`config.mk`:
```
export PLATFORM = sky130hd
export DESIGN_NAME = sb_wake_ctrl
export DESIGN_NICKNAME = d
export VERILOG_FILES = /design/src/rtl/sbw_pkg.sv /design/src/rtl/sbw_fifo.sv /design/src/rtl/sbw_pwr_ctrl.sv /design/src/rtl/sb_wake_ctrl.sv
export SDC_FILE = /design/constraint.sdc
export NUM_CORES = 1
export LEC_CHECK = 0
export BUFFER_PORTS_ARGS = -buffer_cell sky130_fd_sc_hd__buf_4
export CAP_MARGIN = 0
export CORE_AREA = 8 8 97 99
export CTS_CLUSTER_SIZE = 8
export DETAILED_ROUTE_END_ITERATION = 8
export DIE_AREA = 0 0 105 107
export PLACE_DENSITY = 0.66
export REMOVE_ABC_BUFFERS = 1
export SETUP_SLACK_MARGIN = 0.5
export SLEW_MARGIN = 20
export SYNTH_ARGS = -nofsm -noshare
export SYNTH_HDL_FRONTEND = slang
export SYNTH_SLANG_ARGS = --single-unit
```
`constraint.sdc`:
```
create_clock -name clk -period 3.5 [get_ports clk]
set_input_delay 0.875 -clock clk [delete_from_list [all_inputs] [get_ports clk]]
set_output_delay 0.875 -clock clk [all_outputs]
set_load 0.005 [all_outputs]
```
`src/rtl/sbw_pkg.sv`:
```
package sbw_pkg;
  typedef enum logic [1:0] {
    ST_SLEEP = 2'd0,
    ST_WAKE  = 2'd1,
    ST_AWAKE = 2'd2
  } pwr_state_e;
endpackage

```
`src/rtl/sbw_fifo.sv`:
```
module sbw_fifo #(
  parameter int DW    = 8,
  parameter int DEPTH = 4,
  localparam int AW   = (DEPTH > 1) ? $clog2(DEPTH) : 1,
  localparam int NW   = $clog2(DEPTH + 1)
) (
  input  logic          clk,
  input  logic          rst_n,
  input  logic          push,
  input  logic [DW-1:0] push_data,
  input  logic          pop,
  output logic [DW-1:0] pop_data,
  output logic [NW-1:0] count,
  output logic          full,
  output logic          empty
);
  logic [DW-1:0] mem [DEPTH];
  logic [AW-1:0] wr_ptr, rd_ptr, wr_ptr_n, rd_ptr_n;
  logic [NW-1:0] count_n;

  always_comb begin
    wr_ptr_n = wr_ptr;
    rd_ptr_n = rd_ptr;
    count_n  = count;
    if (push) wr_ptr_n = (wr_ptr == AW'(DEPTH - 1)) ? '0 : wr_ptr + 1'b1;
    if (pop)  rd_ptr_n = (rd_ptr == AW'(DEPTH - 1)) ? '0 : rd_ptr + 1'b1;
    if (push && !pop)      count_n = count + 1'b1;
    else if (pop && !push) count_n = count - 1'b1;
  end

  always_ff @(posedge clk or negedge rst_n) begin
    if (!rst_n) begin
      wr_ptr <= '0;
      rd_ptr <= '0;
      count  <= '0;
    end else begin
      wr_ptr <= wr_ptr_n;
      rd_ptr <= rd_ptr_n;
      count  <= count_n;
    end
  end

  always_ff @(posedge clk) begin
    if (push) mem[wr_ptr] <= push_data;
  end

  assign pop_data = mem[rd_ptr];
  assign full     = (count == NW'(DEPTH));
  assign empty    = (count == '0);
endmodule

```
`src/rtl/sbw_pwr_ctrl.sv`:
```
module sbw_pwr_ctrl
  import sbw_pkg::*;
#(
  parameter int CW = 8
) (
  input  logic          clk,
  input  logic          rst_n,
  input  logic [CW-1:0] cfg_wake,
  input  logic [CW-1:0] cfg_hold,
  input  logic          wake_done,
  input  logic          accept,
  input  logic          q_busy,
  output logic          sleep,
  output logic          awake
);
  pwr_state_e    state, state_n;
  logic [CW-1:0] wcnt, wcnt_n;
  logic [CW-1:0] hcnt, hcnt_n;
  logic          wcnt_en, hcnt_en;

  always_comb begin
    state_n = state;
    wcnt_n  = wcnt;
    hcnt_n  = hcnt;
    wcnt_en = 1'b0;
    hcnt_en = 1'b0;
    unique case (state)
      ST_SLEEP: begin
        if (accept) begin
          state_n = ST_WAKE;
          wcnt_n  = cfg_wake;
          wcnt_en = 1'b1;
        end
      end
      ST_WAKE: begin
        if (wake_done || (wcnt <= CW'(1))) begin
          state_n = ST_AWAKE;
          hcnt_n  = cfg_hold;
          hcnt_en = 1'b1;
        end else begin
          wcnt_n  = wcnt - 1'b1;
          wcnt_en = 1'b1;
        end
      end
      ST_AWAKE: begin
        if (accept || q_busy) begin
          hcnt_n  = cfg_hold;
          hcnt_en = 1'b1;
        end else if (hcnt <= CW'(1)) begin
          state_n = ST_SLEEP;
        end else begin
          hcnt_n  = hcnt - 1'b1;
          hcnt_en = 1'b1;
        end
      end
      default: state_n = ST_SLEEP;
    endcase
  end

  always_ff @(posedge clk or negedge rst_n) begin
    if (!rst_n) begin
      state <= ST_SLEEP;
      wcnt  <= '0;
      hcnt  <= '0;
    end else begin
      state <= state_n;
      if (wcnt_en) wcnt <= wcnt_n;
      if (hcnt_en) hcnt <= hcnt_n;
    end
  end

  assign sleep = (state == ST_SLEEP);
  assign awake = (state == ST_AWAKE);
endmodule

```
`src/rtl/sb_wake_ctrl.sv`:
```
module sb_wake_ctrl #(
  parameter int DW    = 8,
  parameter int DEPTH = 4,
  parameter int CW    = 8,
  localparam int NW   = $clog2(DEPTH + 1)
) (
  input  logic          clk,
  input  logic          rst_n,
  input  logic [CW-1:0] cfg_wake,
  input  logic [CW-1:0] cfg_hold,
  input  logic          wake_done,
  input  logic          in_valid,
  output logic          in_ready,
  input  logic [DW-1:0] in_data,
  output logic          out_valid,
  input  logic          out_ready,
  output logic [DW-1:0] out_data,
  output logic          sleep
);
  logic          q_full, q_empty, awake;
  logic          accept, drain;
  logic [NW-1:0] q_cnt;

  assign in_ready  = !q_full;
  assign accept    = in_valid && in_ready;
  assign out_valid = awake && !q_empty;
  assign drain     = out_valid && out_ready;

  sbw_fifo #(.DW(DW), .DEPTH(DEPTH)) u_buf (
    .clk       (clk),
    .rst_n     (rst_n),
    .push      (accept),
    .push_data (in_data),
    .pop       (drain),
    .pop_data  (out_data),
    .count     (q_cnt),
    .full      (q_full),
    .empty     (q_empty)
  );

  sbw_pwr_ctrl #(.CW(CW)) u_pwr (
    .clk       (clk),
    .rst_n     (rst_n),
    .cfg_wake  (cfg_wake),
    .cfg_hold  (cfg_hold),
    .wake_done (wake_done),
    .accept    (accept),
    .q_busy    (!q_empty),
    .sleep     (sleep),
    .awake     (awake)
  );
endmodule

```
==> summary.md, run 1 <==
| Metric | Value |
|---|---|
| Status | `complete, no violations` |
| Layout cells sized above 1 | `26.48%` |
| Final Worst Setup Slack | `~0.84 ns` |
| Finished Cell Area | `3666 um^2` |
| Rows | `33` |
| Clock latency at the later pin of the worst-skew pair | `0.34 ns` |
| Post-synth top area share | `31.40%` |
| Post_cts resized | `0` |
| Postcts setup bufs | `0` |
| Total CTS buffers | `9` |
| Max-slew violation count | `0` |
| Setup WS pre-CTS | `1.067 ns` |
| Area grow syn2layout | `19.79%` |
| Sequential share of the synthesized area | `around half` |
| Cells after synthesis | `243` |
| Mapped Area | `3060 um^2` |
| Total number of vias | `2141` |
| RePlAce Congestion | `between 0.7 and 0.8` |
| Root Buffer | `clkbuf_8` |
| Largest cells by area after synthesis | `edfxtp_1 31%, dfrtp_1 20%, mux4_2 5.9%` |
| First-pass GRT wire length | `10970 um` |
| Fmax | `376.3 MHz` |
| RSZ-0062 raised after global routing | `no` |
| Pleak | `1.467 nW` |
| Setup TNS Final | `0 ns` |
| Power density cells | `about 860 nW/um^2` |
| GR Overflow Total | `0` |
| Post-synth EDFFs | `32` |
| Clock buffer depth | `2` |
| Async S/R FF share, synth | `43.86%` |
| Most frequent cells in the layout | `41 x buf_4, 32 x edfxtp_1, 25 x dfrtp_1, 16 x inv_1, 13 x ha_1` |
| Top_reg_cell synth | `edfxtp_1` |
| Mapped Avg Cell Area | `~13 um^2` |
| Slew margin rel. | `49.40%` |
| IO Port Bufs | `39` |
| Worst setup SP type | `register` |
| Initial DRC count | `83` |
| # diodes | `0` |
| Register bit total from synthesis | `57` |
| Total GRT Usage | `12.32%` |
| Filler cells | `759` |
| Yosys top cell by area | `edfxtp_1` |
| Final Hold Fails | `0` |
| Post-DR wirelength/cell | `16.69 um` |
| CTS H-tree depth | `3` |
| Worst endpoint required time | `about 2.6 ns` |
| CTS tree | `done` |
| Worst Tran Pin Value | `0.7521 ns` |
| Drt first pass iters | `4` |
| Max Cap Viol | `0` |
| Minimum clock period | `2.657 ns` |
| Crit Path Max Fanout | `11` |
| Peak VDD IR | `~0.27 mV` |
| Clock Sinks | `57` |
| Chip Width | `between 100 and 150 um` |
| Most common cell after layout, fill and taps aside | `buf_4` |
| Syn. warnings | `0` |
| Via-to-Cell Ratio | `5.462` |
| Hold_buf cts | `0` |
| Final Cycle Share | `75.93%` |
| Setup crit end kind | `output port` |
| Initial antenna violation count | `0` |
| Post-DP Area | `roughly 3400 um^2` |
| Die H | `between 100 and 150 um` |
| Initial Utilization | `38.60%` |
| DRC | `0` |
| CP arrival | `about 1.8 ns` |
| Clk_skew | `0.01082 ns` |
| Antenna Violating Nets Remaining | `0` |
| Distinct cells, synth | `59` |
| Number of global-route vias before repair | `2200` |
| Final nets | `approximately 330` |
| CORE AREA | `7928 um^2` |
| Reg area | `1587 um^2` |
| WL final | `between 6000 and 7000 um` |
| Worst Hold Class | `input port to asynchronous set/reset pin` |
| Critical path class | `register to output port` |
| Largest net degree at the start of global routing | `26` |
| Multi-input logic area | `1345 um^2` |
| Final HPWL DP | `4592 um` |
| Die area | `about 11000 um^2` |
| Worst-path clk slew | `0.07 ns` |
| Post-route core utilization | `46.24%` |
| I/O pins | `40` |
| Final setup violation count | `0` |
-- worst paths after layout --
| check | slack (ns) | end | start | cells after the start |
|---|---|---|---|---|
| worst max-delay path | 0.84 | out_data[3] | u_buf.rd_ptr[0] | 2 |
| worst max register to register | 1.04 | u_pwr.wcnt[4] | u_pwr.state[1] | 6 |
| max in group asynchronous | 2.78 | u_pwr.wcnt[7] | rst_n | 1 |
| worst min-delay path | 0.44 | u_pwr.hcnt[3] | rst_n | 1 |
| worst min register to register | 0.56 | u_pwr.hcnt[3] | u_pwr.hcnt[3] | 1 |
| min in group clk | 0.56 | u_pwr.hcnt[3] | u_pwr.hcnt[3] | 1 |
-- synthesized netlist by cell type (4+ instances only) --
cell / count
dfrtp_1: 25
nand3_1: 4
a211oi_1: 5
a21oi_1: 8
nor3_1: 9
or3_1: 4
inv_1: 16
nor4_1: 5
ha_1: 13
a211o_1: 5
nand2b_1: 4
and3_1: 6
o22a_1: 6
nor2_1: 7
o21ai_0: 7
clkbuf_1: 5
edfxtp_1: 32
buf_2: 4
mux4_2: 8
nand2_1: 8
mux2i_1: 6
-- worst max-delay path, cell delays in order, from the launching register on --
cell,delay [ns]
dfrtp_1,0.72
mux4_2,0.58
buf_4,0.15
-- registers in the layout (all words and copies together), names as in the netlist --
name          cells
u_buf.rd_ptr      2
u_pwr.state       2
u_buf.mem        32
u_buf.count       3
u_buf.wr_ptr      2
u_pwr.wcnt        8
u_pwr.hcnt        8
-- layout make-up --
type                    instances  share of cell area [%]
multi-input cells             157                   36.69
repair buffers                 41                   8.396
well taps                     105                   3.584
clock inverters                 6                   2.935
inverters                      17                   1.741
flip-flops and latches         57                   43.28
clock buffers                   9                   3.379
-- kinds of logic after synthesis --
kind of cell	count (synthesis)	synth area share, %
AND/OR/NAND/NOR	64	12.27
AO/OA/AOI/OAI	59	15.90
flip-flops	57	51.84
buffers and inverters	29	4.211
multiplexers	17	8.953
adder cells (fa/ha/maj)	14	5.969
XOR/XNOR	3	0.8587
-- per-layer routing --
metal | vias up | routed length (um) | track usage, %
met1 | 1047 | 2985 | 14.64
met4 | 0 | 91 | 6.014
met2 | 58 | 3160 | 19.91
li1 | 1028 | - | -
met3 | 8 | 305 | 3.899
met5 | - | 0 | 0
-- per-stage QoR --
stage	power, mW	cells	hold WS (ns)
finish	3.149	392	0.4418
global route	3.393	392	0.4461
CTS	3.181	392	0.4474
detailed placement	2.435	377	0.5259
global placement	2.401	377	0.5215
floorplan	2.017	231	0.4889
-- power by group --
group | internal, mW | total (mW) | switching, mW
combinational | 0.605 | 1.23 | 0.628
clock | 0.466 | 0.735 | 0.269
sequential | 0.941 | 1.18 | 0.240
total | 2.01 | 3.15 | 1.14
Note: power is estimated with default switching activity, not from simulation.
==> inputs of run 2 (changes only) <==
ABC_AREA = 1   (was unset)
PLACE_DENSITY = 0.68   (was 0.66)
clock period = 2.2 ns   (was 3.5 ns; I/O delays follow)
==> run 2 against run 1 <==
Clock power increased by 50%. Sequential cell count unchanged. Core utilization increased by 5.4 points. Register-to-register slack worse by 0.68 ns. Non-clock buffer count grew 31. Power down 27%. Via count grew 15%. Clock-buffer cell count unchanged. Combinational power decreased by 94%. Largest power group is now registers.
==> summary.md, run 2 <==
| Metric | Value |
|---|---|
| Status | `complete, no violations` |
| Number of global-route vias before repair | `2517` |
| Hold_buf cts | `0` |
| Crit Path Max Fanout | `8` |
| Final Cycle Share | `roughly 90%` |
| Biggest register | `u_buf.mem` |
| Setup TNS Final | `0 ns` |
| Multiplexer share of the synthesized area | `less than 1%` |
| Post-DR wirelength/cell | `12.91 um` |
| Worst setup SP type | `register` |
| Total GRT Usage | `roughly an eighth` |
| GR Overflow Total | `0` |
| Worst-path clk slew | `0.07 ns` |
| CORE AREA | `7928 um^2` |
| Antenna Violating Nets Remaining | `0` |
| Die H | `107 um` |
| Largest cells by area after synthesis | `edfxtp_1 31%, dfrtp_1 20%, nand2_1 11%` |
| Post-route core utilization | `between 50 and 60%` |
| Sw frac | `20.87%` |
| Largest family of logic cells by synthesized area | `simple AND/OR/NAND/NOR gates` |
| Post-Synth Adder-Cell Area | `under 10%` |
| I/O pins | `40` |
| Final HPWL DP | `4486 um` |
| Power density cells | `560.5 nW/um^2` |
| Post-synth EDFFs | `32` |
| Drt first pass iters | `4` |
| Total power | `~2.3 mW` |
| Pint | `1.816 mW` |
| Most frequent cells in the layout | `91 x nand2_1, 62 x buf_4, 36 x nor2_1, 32 x edfxtp_1` |
| Post-synth top area share | `a little under a third` |
| Post-Synth XOR/XNOR Area | `0.8603%` |
| Max Cap Viol | `0` |
| P_sw | `0.4789 mW` |
| Most frequent cell after synthesis | `nand2_1` |
| Clock buffer depth | `2` |
| Total number of vias | `2468` |
| Final setup violation count | `0` |
| Total CTS buffers | `9` |
| CTS H-tree depth | `3` |
| Die area | `11240 um^2` |
| CP arrival | `1.38 ns` |
| Setup crit end kind | `output port` |
| Sequential share of the synthesized area | `~52%` |
| Chip Width | `105 um` |
| RSZ-0062 raised after global routing | `yes` |
| Most common cell after layout, fill and taps aside | `nand2_1` |
| Fmax | `519.3 MHz` |
| Minimum clock period | `1.926 ns` |
| Max reg flops | `32` |
| Top layer in use | `met4` |
| Clk pwr share | `between 40 and 50%` |
| CTS tree | `done` |
| Worst Hold Class | `input port to asynchronous set/reset pin` |
| Final Worst Setup Slack | `0.2745 ns` |
| Synth Area in Compound Gates | `10.12%` |
| Initial antenna violation count | `0` |
| Area grow syn2layout | `34.04%` |
| IO Port Bufs | `39` |
| Filler cells | `723` |
| Metal-1 WL | `3041 um` |
| Layout cells sized above 1 | `a little over a third` |
| Yosys top cell by area | `edfxtp_1` |
| Final Hold Fails | `0` |
| Async S/R FF share, synth | `43.86%` |
| Syn. warnings | `0` |
| Distinct cells, synth | `30` |
| Slew margin rel. | `78.55%` |
| Met2 routed WL | `3474 um` |
| Max-slew violation count | `0` |
| Top_reg_cell synth | `edfxtp_1` |
| Root Buffer | `clkbuf_8` |
| Mapped Avg Cell Area | `8.904 um^2` |
| Worst Tran Pin Value | `0.3217 ns` |
| Setup WS pre-CTS | `0.1325 ns` |
| WL final | `approximately 7000 um` |
| Critical path class | `register to output port` |
| Via-to-Cell Ratio | `4.665` |
| Biggest regs | `u_buf.mem (32), u_pwr.hcnt (8), u_pwr.wcnt (8)` |
| Clk_skew | `0.01150 ns` |
| Initial Utilization | `between 30 and 40%` |
| Met3 WL | `257 um` |
| Reg power frac | `49.2%` |
| Simple-gate share of the synthesized area | `24.42%` |
| DRC | `0` |
| First-pass GRT wire length | `11520 um` |
| Initial DRC count | `71` |
| Cells after synthesis | `approximately 340` |
| Pleak | `between 1.5 and 2 nW` |
| Comb pwr share | `under 10%` |
| RePlAce Congestion | `0.8039` |
| # diodes | `0` |
| Mapped Area | `3054 um^2` |
| Register bit total from synthesis | `57` |
| Worst endpoint required time | `1.65 ns` |
| Largest net degree at the start of global routing | `26` |
| Peak VDD IR | `0.3133 mV` |
| Final nets | `~460` |
| Clock Sinks | `57` |
| Rows | `33` |
| Synth top cells by count | `91 x nand2_1, 40 x nor2_1, 34 x inv_1, 32 x edfxtp_1, 30 x o21ai_0` |
| Clock latency at the later pin of the worst-skew pair | `0.33 ns` |
-- run 2: cell types whose count changed in the layout (fill, tap and decap cells not counted), sizes merged, moves of 8 or more --
cell,delta
nand3,+18
nor2,+34
inv,+22
nand2,+95
o21ai,+29
buf,+30
nor3,-9
o22ai,+8
mux4,-8
-- run 2: cell families after synthesis --
kind of cell / count (synthesis)
AND/OR/NAND/NOR: 171
flip-flops: 57
AO/OA/AOI/OAI: 52
buffers and inverters: 45
adder cells (fa/ha/maj): 14
XOR/XNOR: 3
multiplexers: 1
-- run 2: path summary, 6_finish.rpt --
path	to	from	slack [ns]	cells after the start
max	out_data[7]	u_buf.rd_ptr[0]	0.27	5
min	u_pwr.hcnt[6]	rst_n	0.11	1
max reg2reg	u_buf.count[2]	u_buf.count[0]	0.36	10
min reg2reg	u_pwr.hcnt[1]	u_pwr.hcnt[1]	0.52	2
max in group asynchronous	u_buf.rd_ptr[0]	rst_n	1.82	1
min in group clk	u_buf.mem[3][6]	in_data[6]	0.42	1
-- run 2: final cells by class --
cell class	instances	area [um^2]	share of cell area (%)
Inverter	38	156.4	3.820
Clock buffer	9	123.9	3.026
Timing Repair Buffer	72	574.3	14.03
Tap cell	105	131.4	3.209
Clock inverter	7	102.6	2.506
Sequential cell	57	1590	38.84
Multi-Input combinational cell	241	1415	34.57
-- run 2: power by group through the flow --
stage | Combinational, mW | Sequential (mW) | Clock [mW]
after floorplan | 0.0133 | 1.15 | 0
after global placement | 0.0685 | 1.15 | 0
after detailed placement | 0.0698 | 1.15 | 0
after CTS | 0.0701 | 1.13 | 1.13
after global routing | 0.0770 | 1.13 | 1.18
final | 0.0686 | 1.13 | 1.10
-- run 2: timing repair --
action	CTS	global route
pin swaps	8	12
resized for setup	40	26
endpoints found under the setup margin	28	30
gates cloned	0	1
endpoints found under the hold margin	0	0
buffers inserted	14	11
-- run 2: per-layer routing --
| layer | global-route usage [%] | vias to the layer above |
|---|---|---|
| met5 | 0 | - |
| met4 | 4.791 | 0 |
| li1 | - | 1284 |
| met3 | 3.839 | 5 |
| met2 | 21.27 | 38 |
| met1 | 14.55 | 1141 |
-- run 2: per-stage QoR --
step                hold WS, ns  cells  cell area [um^2]
CTS                      0.1103    517              3908
floorplan                0.2544    336              3004
detailed placement       0.4748    487              3481
global route             0.1114    529              4094
finish                   0.1100    529              4094
global placement         0.4765    487              3481
-- run 2: critical path, cell delays in order (launching register included) --
cell        delay (ns)
dfrtp_2           0.44
clkinvlp_4        0.11
buf_6             0.14
nor2_1            0.05
o22ai_1           0.17
buf_4             0.14
